## src/rtl/dispctl_pkg.sv

```systemverilog
package dispctl_pkg;

  localparam int NUM_IRQ     = 2;
  localparam int IRQ_ADOPT   = 0;
  localparam int IRQ_BADBASE = 1;

  typedef enum logic [2:0] {
    REG_BASE   = 3'd0,
    REG_IEN    = 3'd1,
    REG_RAW    = 3'd2,
    REG_MASKED = 3'd3,
    REG_CLR    = 3'd4,
    REG_CTRL   = 3'd5,
    REG_SETTLE = 3'd6,
    REG_SHADOW = 3'd7
  } reg_off_e;

  typedef enum logic [2:0] {
    SEQ_OFF,
    SEQ_EN_WAIT,
    SEQ_EN_READY,
    SEQ_ON,
    SEQ_PWR_WAIT
  } seq_state_e;

  function automatic logic word_aligned(input logic [1:0] low_bits);
    return low_bits == 2'b00;
  endfunction

  function automatic logic [NUM_IRQ-1:0] irq_masked(input logic [NUM_IRQ-1:0] raw,
                                                    input logic [NUM_IRQ-1:0] ena);
    return raw & ena;
  endfunction

  function automatic logic [NUM_IRQ-1:0] irq_next(input logic [NUM_IRQ-1:0] raw,
                                                  input logic [NUM_IRQ-1:0] clr,
                                                  input logic [NUM_IRQ-1:0] set);
    return (raw & ~clr) | set;
  endfunction

endpackage

```

## src/rtl/dispctl_base_shadow.sv

```systemverilog
module dispctl_base_shadow #(
  parameter int DW = 32
) (
  input  logic          clk,
  input  logic          rst_n,
  input  logic          base_wr,
  input  logic [DW-1:0] base_data,
  input  logic          frame_start,
  output logic [DW-1:0] active_q,
  output logic [DW-1:0] shadow_q,
  output logic          adopt,
  output logic          bad_wr
);
  import dispctl_pkg::*;

  logic pending_q;
  logic good_wr;

  assign good_wr = base_wr & word_aligned(base_data[1:0]);
  assign bad_wr  = base_wr & ~word_aligned(base_data[1:0]);
  assign adopt   = frame_start & pending_q;

  always_ff @(posedge clk or negedge rst_n) begin
    if (!rst_n) begin
      active_q  <= '0;
      shadow_q  <= '0;
      pending_q <= 1'b0;
    end else begin
      if (adopt) active_q <= shadow_q;
      if (good_wr) begin
        shadow_q  <= base_data;
        pending_q <= 1'b1;
      end else if (adopt) begin
        pending_q <= 1'b0;
      end
    end
  end

endmodule

```

## src/rtl/dispctl_irq.sv

```systemverilog
module dispctl_irq #(
  parameter int N = 2
) (
  input  logic         clk,
  input  logic         rst_n,
  input  logic [N-1:0] set_evt,
  input  logic         ien_wr,
  input  logic         clr_wr,
  input  logic [N-1:0] wdata,
  output logic [N-1:0] raw_q,
  output logic [N-1:0] ien_q,
  output logic [N-1:0] masked,
  output logic         irq
);
  import dispctl_pkg::*;

  logic [N-1:0] clr_mask;

  assign clr_mask = clr_wr ? wdata : '0;
  assign masked   = irq_masked(raw_q, ien_q);
  assign irq      = |masked;

  always_ff @(posedge clk or negedge rst_n) begin
    if (!rst_n) begin
      raw_q <= '0;
      ien_q <= '0;
    end else begin
      raw_q <= irq_next(raw_q, clr_mask, set_evt);
      if (ien_wr) ien_q <= wdata;
    end
  end

endmodule

```

## src/rtl/dispctl_panel_seq.sv

```systemverilog
module dispctl_panel_seq #(
  parameter int CNT_W = 24
) (
  input  logic             clk,
  input  logic             rst_n,
  input  logic             ctrl_wr,
  input  logic             want_en,
  input  logic             want_pwr,
  input  logic [CNT_W-1:0] settle,
  output logic             panel_en,
  output logic             panel_pwr,
  output logic             busy
);
  import dispctl_pkg::*;

  seq_state_e       state_q;
  logic [CNT_W-1:0] cnt_q;
  logic             cnt_done;

  assign cnt_done  = (cnt_q == '0);
  assign panel_en  = (state_q != SEQ_OFF);
  assign panel_pwr = (state_q == SEQ_ON);
  assign busy      = (state_q == SEQ_EN_WAIT) || (state_q == SEQ_PWR_WAIT);

  always_ff @(posedge clk or negedge rst_n) begin
    if (!rst_n) begin
      state_q <= SEQ_OFF;
      cnt_q   <= '0;
    end else begin
      case (state_q)
        SEQ_OFF: if (ctrl_wr && want_en) begin
          state_q <= SEQ_EN_WAIT;
          cnt_q   <= settle;
        end
        SEQ_EN_WAIT, SEQ_PWR_WAIT: begin
          if (cnt_done) state_q <= SEQ_EN_READY;
          else          cnt_q   <= cnt_q - 1'b1;
        end
        SEQ_EN_READY: if (ctrl_wr) begin
          if (!want_en)      state_q <= SEQ_OFF;
          else if (want_pwr) state_q <= SEQ_ON;
        end
        SEQ_ON: if (ctrl_wr && !want_pwr) begin
          state_q <= SEQ_PWR_WAIT;
          cnt_q   <= settle;
        end
        default: state_q <= SEQ_OFF;
      endcase
    end
  end

endmodule

```

## src/rtl/dispctl_regs.sv

```systemverilog
module dispctl_regs #(
  parameter int DW         = 32,
  parameter int CNT_W      = 24,
  parameter int DEF_SETTLE = 2500000
) (
  input  logic          clk,
  input  logic          rst_n,
  input  logic          wr_valid,
  output logic          wr_ready,
  input  logic [2:0]    wr_addr,
  input  logic [DW-1:0] wr_data,
  input  logic          rd_valid,
  output logic          rd_ready,
  input  logic [2:0]    rd_addr,
  output logic [DW-1:0] rd_data,
  input  logic          frame_start,
  output logic [DW-1:0] active_base,
  output logic          panel_en,
  output logic          panel_pwr,
  output logic          irq
);
  import dispctl_pkg::*;

  localparam int PAD_IRQ = DW - NUM_IRQ;
  localparam int PAD_CNT = DW - CNT_W;

  logic                 wr_base, wr_ien, wr_clr, wr_ctrl, wr_settle;
  logic [DW-1:0]        shadow_base;
  logic                 base_adopt, base_bad;
  logic [NUM_IRQ-1:0]   irq_set, irq_raw, irq_en, irq_mask;
  logic [CNT_W-1:0]     settle_q;
  logic                 seq_busy;

  assign wr_ready  = 1'b1;
  assign rd_ready  = 1'b1;
  assign wr_base   = wr_valid && (wr_addr == REG_BASE);
  assign wr_ien    = wr_valid && (wr_addr == REG_IEN);
  assign wr_clr    = wr_valid && (wr_addr == REG_CLR);
  assign wr_ctrl   = wr_valid && (wr_addr == REG_CTRL);
  assign wr_settle = wr_valid && (wr_addr == REG_SETTLE);

  always_ff @(posedge clk or negedge rst_n) begin
    if (!rst_n)         settle_q <= CNT_W'(DEF_SETTLE);
    else if (wr_settle) settle_q <= wr_data[CNT_W-1:0];
  end

  dispctl_base_shadow #(.DW(DW)) u_base (
    .clk(clk), .rst_n(rst_n),
    .base_wr(wr_base), .base_data(wr_data), .frame_start(frame_start),
    .active_q(active_base), .shadow_q(shadow_base),
    .adopt(base_adopt), .bad_wr(base_bad)
  );

  always_comb begin
    irq_set              = '0;
    irq_set[IRQ_ADOPT]   = base_adopt;
    irq_set[IRQ_BADBASE] = base_bad;
  end

  dispctl_irq #(.N(NUM_IRQ)) u_irq (
    .clk(clk), .rst_n(rst_n),
    .set_evt(irq_set), .ien_wr(wr_ien), .clr_wr(wr_clr),
    .wdata(wr_data[NUM_IRQ-1:0]),
    .raw_q(irq_raw), .ien_q(irq_en), .masked(irq_mask), .irq(irq)
  );

  dispctl_panel_seq #(.CNT_W(CNT_W)) u_seq (
    .clk(clk), .rst_n(rst_n),
    .ctrl_wr(wr_ctrl), .want_en(wr_data[0]), .want_pwr(wr_data[1]),
    .settle(settle_q),
    .panel_en(panel_en), .panel_pwr(panel_pwr), .busy(seq_busy)
  );

  always_comb begin
    rd_data = '0;
    if (rd_valid) begin
      case (rd_addr)
        REG_BASE:   rd_data = active_base;
        REG_IEN:    rd_data = {{PAD_IRQ{1'b0}}, irq_en};
        REG_RAW:    rd_data = {{PAD_IRQ{1'b0}}, irq_raw};
        REG_MASKED: rd_data = {{PAD_IRQ{1'b0}}, irq_mask};
        REG_CTRL:   rd_data = {{(DW-3){1'b0}}, seq_busy, panel_pwr, panel_en};
        REG_SETTLE: rd_data = {{PAD_CNT{1'b0}}, settle_q};
        REG_SHADOW: rd_data = shadow_base;
        default:    rd_data = '0;
      endcase
    end
  end

endmodule

```

## config.mk

```make
export PLATFORM = sky130hd
export DESIGN_NAME = dispctl_regs
export DESIGN_NICKNAME = d
export VERILOG_FILES = /design/src/rtl/dispctl_pkg.sv /design/src/rtl/dispctl_base_shadow.sv /design/src/rtl/dispctl_irq.sv /design/src/rtl/dispctl_panel_seq.sv /design/src/rtl/dispctl_regs.sv
export SDC_FILE = /design/constraint.sdc
export NUM_CORES = 1
export LEC_CHECK = 0
export ABC_AREA = 1
export CAP_MARGIN = 15
export CORE_ASPECT_RATIO = 0.5
export CORE_MARGIN = 3
export CORE_UTILIZATION = 50
export CTS_CLUSTER_DIAMETER = 80
export DETAILED_ROUTE_END_ITERATION = 16
export DONT_BUFFER_PORTS = 1
export SLEW_MARGIN = 20
export SYNTH_ARGS = -nofsm -noshare
export SYNTH_HDL_FRONTEND = slang
export SYNTH_SLANG_ARGS = --single-unit
```

## constraint.sdc

```tcl
create_clock -name clk -period 4.32 [get_ports clk]
set_input_delay 0.864 -clock clk [delete_from_list [all_inputs] [get_ports clk]]
set_output_delay 0.864 -clock clk [all_outputs]
set_load 0.01 [all_outputs]
```

==> metrics.txt, run 1 <==
WP data required=3460 ps; RD Place Congestion=0.893; R2R setup slack=1930 ps; max_slew headroom=33.8%; predominant post-synthesis flop cell=dfrtp_1; Slew Viols, Final=0; critical path arrival=2420 ps; Worst Setup EP=rd_data[1]; WHS=142 ps; post-synth cell types=34; Worst-Skew Late Latency=420 ps; DRT Pass-1 Iters=5; row count=28; post-CTS sizing=0; antenna viol nets, final=0; most frequent cell after synthesis=nand2_1; Clock Sinks=120; CTS tree=yes; Clock Skew=9.73 ps; Reg2Reg Depth=8; antenna violations before repair=0; synthesized area=0.00641 sq mm; first-pass GRT wire length=28,600 um; initial core utilization=52.8%; outcome=completed; hpwl dp=12,000 um; Reg-to-Reg End=u_seq.cnt_q[17]; HP Class=input port to asynchronous set/reset pin; num ports=112; cell area power density=671 mW/mm^2; slew at the pin closest to its max-slew limit=992 ps; Post-synth EDFFs=0; total die area=0.0143 sq mm; total grt overflow=0; DP Worst Slack=1040 ps; post-layout util=58.1%; Seq/Total Area, Yosys=47.0%; Post-synth ARST share=100%; CP startpoint kind=input port; WS Path Type=input port to output pin; placed cells=1,014; clock root buffer=clkbuf_16; Critical Path Fanout Max=14; vias in the first global route=5,310; final count of hold timing violations=0; routed wire length per instance=16.8 um; number of max-cap violations=0; Remaining DRCs=0; Seq cells post-synth=120; fin nets=913; post-CTS setup buffers=0; min Tclk post-route=3280 ps; hold buffers post-CTS=0; crit path from=rd_addr[0]; share of layout cells above drive strength 1=7.95%; Total GRT Usage=25.5%; setup TNS=0 ps; Die W=166 um; Clock Path Buffers=2; reg2reg start=u_seq.state_q[0]; Area contributors post-synth=dfrtp_1 44%, nand2_1 17%, o21ai_0 8.1%; synthesis-to-finish area growth=10.1%; Crit. End Element=output pin; synthesized area per cell=7.27 sq um; Commonest cells post-synth=291 x nand2_1, 123 x inv_1, 112 x dfrtp_1; Setup WS post-layout=1040 ps; H-Tree Depth=4; TritonCTS Buffers=17; Final Non-Filler Cells=1,046; Leak Pwr=0.00355 uW; Max VDD drop=364 uV; synth warn=0; Cells after Synth=882; CTS clk-pin slew, worst paths=60 ps; number of buffers inserted by port buffering=0; vias=5,511; RSZ-0062 raised after global routing=no; core area=0.0122 sq mm; largest net degree at the start of global routing=121; Yosys top cell area share=43.7%; fin crit share=76.0%; antenna cells=0; final WL=17,600 um; die height=86.1 um; leading area contributor after synthesis=dfrtp_1; DR iter-0 viols=460; fmax=0.304 GHz; vias per cell=5.27; Final setup viols=0
==> cell usage in the layout (no fill, tap or decap), drive strengths merged <==
cell type,Yosys,routed
xor2,2,2
xnor2,2,2
bufinv,0,2
nand3b,1,1
dfstp,8,8
a211oi,1,1
conb,1,2
nand3,43,43
o22ai,3,3
clkinvlp,0,2
a21oi,22,22
nand2,292,292
inv,125,131
o211ai,15,15
nor2,79,79
mux2,1,1
clkbuf,17,18
clkinv,2,6
buf,21,4
ha,2,2
nor3,2,2
o21ai,115,115
nand4,7,7
dfrtp,112,112
and2,1,1
o221ai,8,8
==> worst max-delay path: stages <==
cell     delay, ps
inv_1           60
nand3_1        380
inv_1          570
nand2_1        130
nand2_1        100
nor2_1          40
a21oi_1        270
==> layer usage <==
metal	part of all wire, %	track usage [%]	vias up
li1	-	-	2747
met5	0	0	-
met2	42	36.6	178
met4	1.1	7.85	0
met3	7.3	7.97	22
met1	49	37.0	2564
==> registers in the layout, summed over array words and instances (netlist names) <==
name              count
settle_q             24
u_base.active_q      32
u_base.pending_q      1
u_base.shadow_q      32
u_irq.ien_q           2
u_irq.raw_q           2
u_seq.cnt_q          24
u_seq.state_q         3
==> through the flow <==
| stage | total power [uW] | cell area [sq um] |
|---|---|---|
| final | 4740 | 7060 |
| after global routing | 5100 | 7060 |
| after CTS | 4760 | 7060 |
| after detailed placement | 3300 | 6460 |
| after global placement | 3270 | 6460 |
| after floorplan | 2980 | 6420 |
==> logic make-up after synthesis <==
family          count (synthesis)  synth area share, %
other cells                     1               0.0585
simple gates                  425                 27.2
fa+ha+maj                       2                0.390
mux                             1                0.176
buf+inv                       165                 10.6
compound gates                164                 14.1
xor+xnor                        4                0.546
flops                         120                 47.0
==> report_power, final <==
| part | switching (uW) | total, uW | leakage [uW] | internal (uW) |
|---|---|---|---|---|
| registers | 296 | 1710 | 0.00151 | 1410 |
| clock network | 577 | 1440 | 0.000284 | 865 |
| logic | 1100 | 1590 | 0.00175 | 489 |
| total | 1970 | 4740 | 0.00354 | 2770 |
==> worst min-delay path by stage <==
stage / startpoint / endpoint / slack [ps] / cells past startpoint
3_3_place_gp: u_base.shadow_q[0] / u_base.shadow_q[0] / 450 / 2
5_1_grt: rst_n / u_seq.cnt_q[18] / 120 / 0
6_report: rst_n / u_seq.cnt_q[5] / 140 / 0
2_1_floorplan: u_base.shadow_q[0] / u_base.shadow_q[0] / 440 / 2
4_1_cts: rst_n / u_base.active_q[1] / 120 / 0
3_5_place_dp: u_base.shadow_q[0] / u_base.shadow_q[0] / 460 / 2
==> final cells by class <==
| type | instances | area, sq um |
|---|---|---|
| sequential | 120 | 3010 |
| multi-input combinational | 598 | 2740 |
| clock buffer | 18 | 429 |
| tap | 165 | 206 |
| clock inverter | 14 | 165 |
| inverter | 127 | 477 |
| fill | 1118 | 5090 |
| timing repair buffer | 4 | 30.0 |
(Power assumes the default switching activity.)
==> run 2: changes to the inputs <==
PLACE_DENSITY = 0.68   (was not set)
clock period = 2.92 ns   (was 4.32 ns; I/O delays follow)
==> run 2 against run 1 <==
Compared with the run above: the flow now finishes with violations (negative hold slack); sequential cell count did not move; sequential power rose by 47%; worst setup slack got worse by 490 ps; register-to-register slack got worse by 980 ps; first-iteration DRC count rose by 8.9%; design area rose by 0.62%; power rose by 49%.
==> metrics.txt, run 2 (synthesized netlist as in run 1, its figures left out) <==
fmax=0.422 GHz; Reg power frac=35.7% (was 36.1%); violated checks=negative hold slack; CTS tree=yes (unchanged); Clk network pwr share=30.3% (was 30.4%); initial core utilization=52.8% (unchanged); vias per cell=5.42 (was 5.27); max_slew headroom=49.8% (was 33.8%); commonest non-fill, non-tap cell in the layout=nand2_1 (unchanged); commonest cells after routing, fill and taps aside=290 x nand2_1, 123 x inv_1, 112 x dfrtp_1, 104 x o21ai_0, 62 x nor2_1 (unchanged); core area=0.0122 sq mm (unchanged); TritonCTS Buffers=17 (unchanged); first-pass GRT wire length=27,800 um (was 28,600 um); CTS clk-pin slew, worst paths=60 ps (about the same); Clock Path Buffers=2 (unchanged); P_int=4140 uW (was 2770 uW); vias in the first global route=5,349 (was 5,310); cell area power density=994 mW/mm^2 (was 671 mW/mm^2); overall power=7060 uW (was 4740 uW); HP Class=input port to asynchronous set/reset pin (unchanged); Max VDD drop=414 uV (was 364 uV); critical path arrival=1790 ps (was 2420 ps); Final setup viols=0 (unchanged); clock root buffer=clkbuf_16 (unchanged); Comb pwr share=34.0% (was 33.5%); slew at the pin closest to its max-slew limit=751 ps (was 992 ps); Leak Pwr=0.00357 uW (was 0.00355 uW); WS Path Type=flop to output pin (was input port to output pin); setup TNS=0 ps (unchanged); biggest registers after layout=u_base.active_q (32), u_base.shadow_q (32) (unchanged); Setup WS post-layout=548 ps (was 1040 ps); number of buffers inserted by port buffering=0 (unchanged); outcome=finished, violations left (was completed); switching share of total power=41.4% (was 41.6%); num ports=112 (unchanged); Total GRT Usage=24.6% (was 25.5%); die height=86.1 um (unchanged); total grt overflow=0 (unchanged); routed wire length per instance=16.4 um (was 16.8 um); share of layout cells above drive strength 1=8.57% (was 7.95%); CP startpoint kind=flop (was input port); H-Tree Depth=4 (unchanged); antenna violations before repair=0 (unchanged); Clock Skew=10.2 ps (was 9.73 ps); Critical Path Fanout Max=14 (unchanged); antenna viol nets, final=0 (unchanged); fin crit share=81.2%; Clock Sinks=120 (unchanged); final count of hold timing violations=112 (was 0); vias=5,702 (was 5,511); hpwl dp=11,800 um (was 12,000 um); total die area=0.0143 sq mm (unchanged); Die W=166 um (unchanged); antenna cells=0 (unchanged); number of max-cap violations=0 (unchanged); fin nets=919 (was 913); post-CTS setup buffers=0 (unchanged); Worst-Skew Late Latency=410 ps (was 420 ps); DRT Pass-1 Iters=6 (was 5); Crit. End Element=output pin (unchanged); post-CTS sizing=0 (unchanged); RSZ-0062 raised after global routing=no (unchanged); Slew Viols, Final=0 (unchanged); WHS=-128 ps (was 142 ps); synthesis-to-finish area growth=10.8% (was 10.1%); RD Place Congestion=0.924 (was 0.893); Remaining DRCs=0 (unchanged); DR iter-0 viols=501 (was 460); DP Worst Slack=702 ps (was 1040 ps); post-layout util=58.5% (was 58.1%); min Tclk post-route=2370 ps; Sw Pwr=2930 uW (was 1970 uW); row count=28 (unchanged); final WL=17,200 um (was 17,600 um); largest net degree at the start of global routing=121 (unchanged); WP data required=2340 ps (was 3460 ps)
[run 2: cell type report]
class / count / area (sq um)
repair buffers: 10 / 75.1
well taps: 165 / 206
multi-input cells: 598 / 2730
inverters: 127 / 477
clock buffers: 18 / 439
flip-flops and latches: 120 / 3010
fillers: 1168 / 5050
clock inverters: 14 / 164
[run 2: path summary, 6_finish.rpt]
kind | start | endpoint | slack [ps] | depth (start not counted)
min reg2reg | u_base.shadow_q[0] | u_base.shadow_q[0] | 480 | 2
max in group asynchronous | rst_n | settle_q[18] | 2730 | 0
min in group clk | frame_start | u_base.pending_q | 270 | 1
max | u_seq.state_q[0] | rd_data[2] | 550 | 6
min | rst_n | u_seq.state_q[0] | -130 | 0
max reg2reg | u_seq.state_q[1] | u_seq.cnt_q[10] | 950 | 9
[run 2: critical path: stages (launching register included)]
cell and delay [ps]:
dfrtp_1 420, nor2_2 200, nor2_2 70, inv_2 240, nor2_1 100, a211oi_1 230, nor2_1 110
[run 2: routing by layer]
metal	GRT usage, %	part of all wire [%]	vias to the layer above
li1	-	-	2764
met1	35.0	48	2718
met2	36.4	43	204
met3	7.41	8.3	16
met4	7.55	1.2	0
met5	0	0	-
[run 2: power groups by stage]
stage | combinational [uW] | clock (uW) | sequential, uW
6_report | 2400 | 2140 | 2520
5_1_grt | 2730 | 2250 | 2580
4_1_cts | 2380 | 2170 | 2510
3_5_place_dp | 2370 | 0 | 2530
3_3_place_gp | 2300 | 0 | 2530
2_1_floorplan | 2000 | 0 | 2410
[run 2: metrics by stage]
step	instances	instance area [sq um]
final	1052	7110
after global routing	1052	7110
after CTS	1052	7110
after detailed placement	1020	6500
after global placement	1020	6500
after floorplan	883	6420
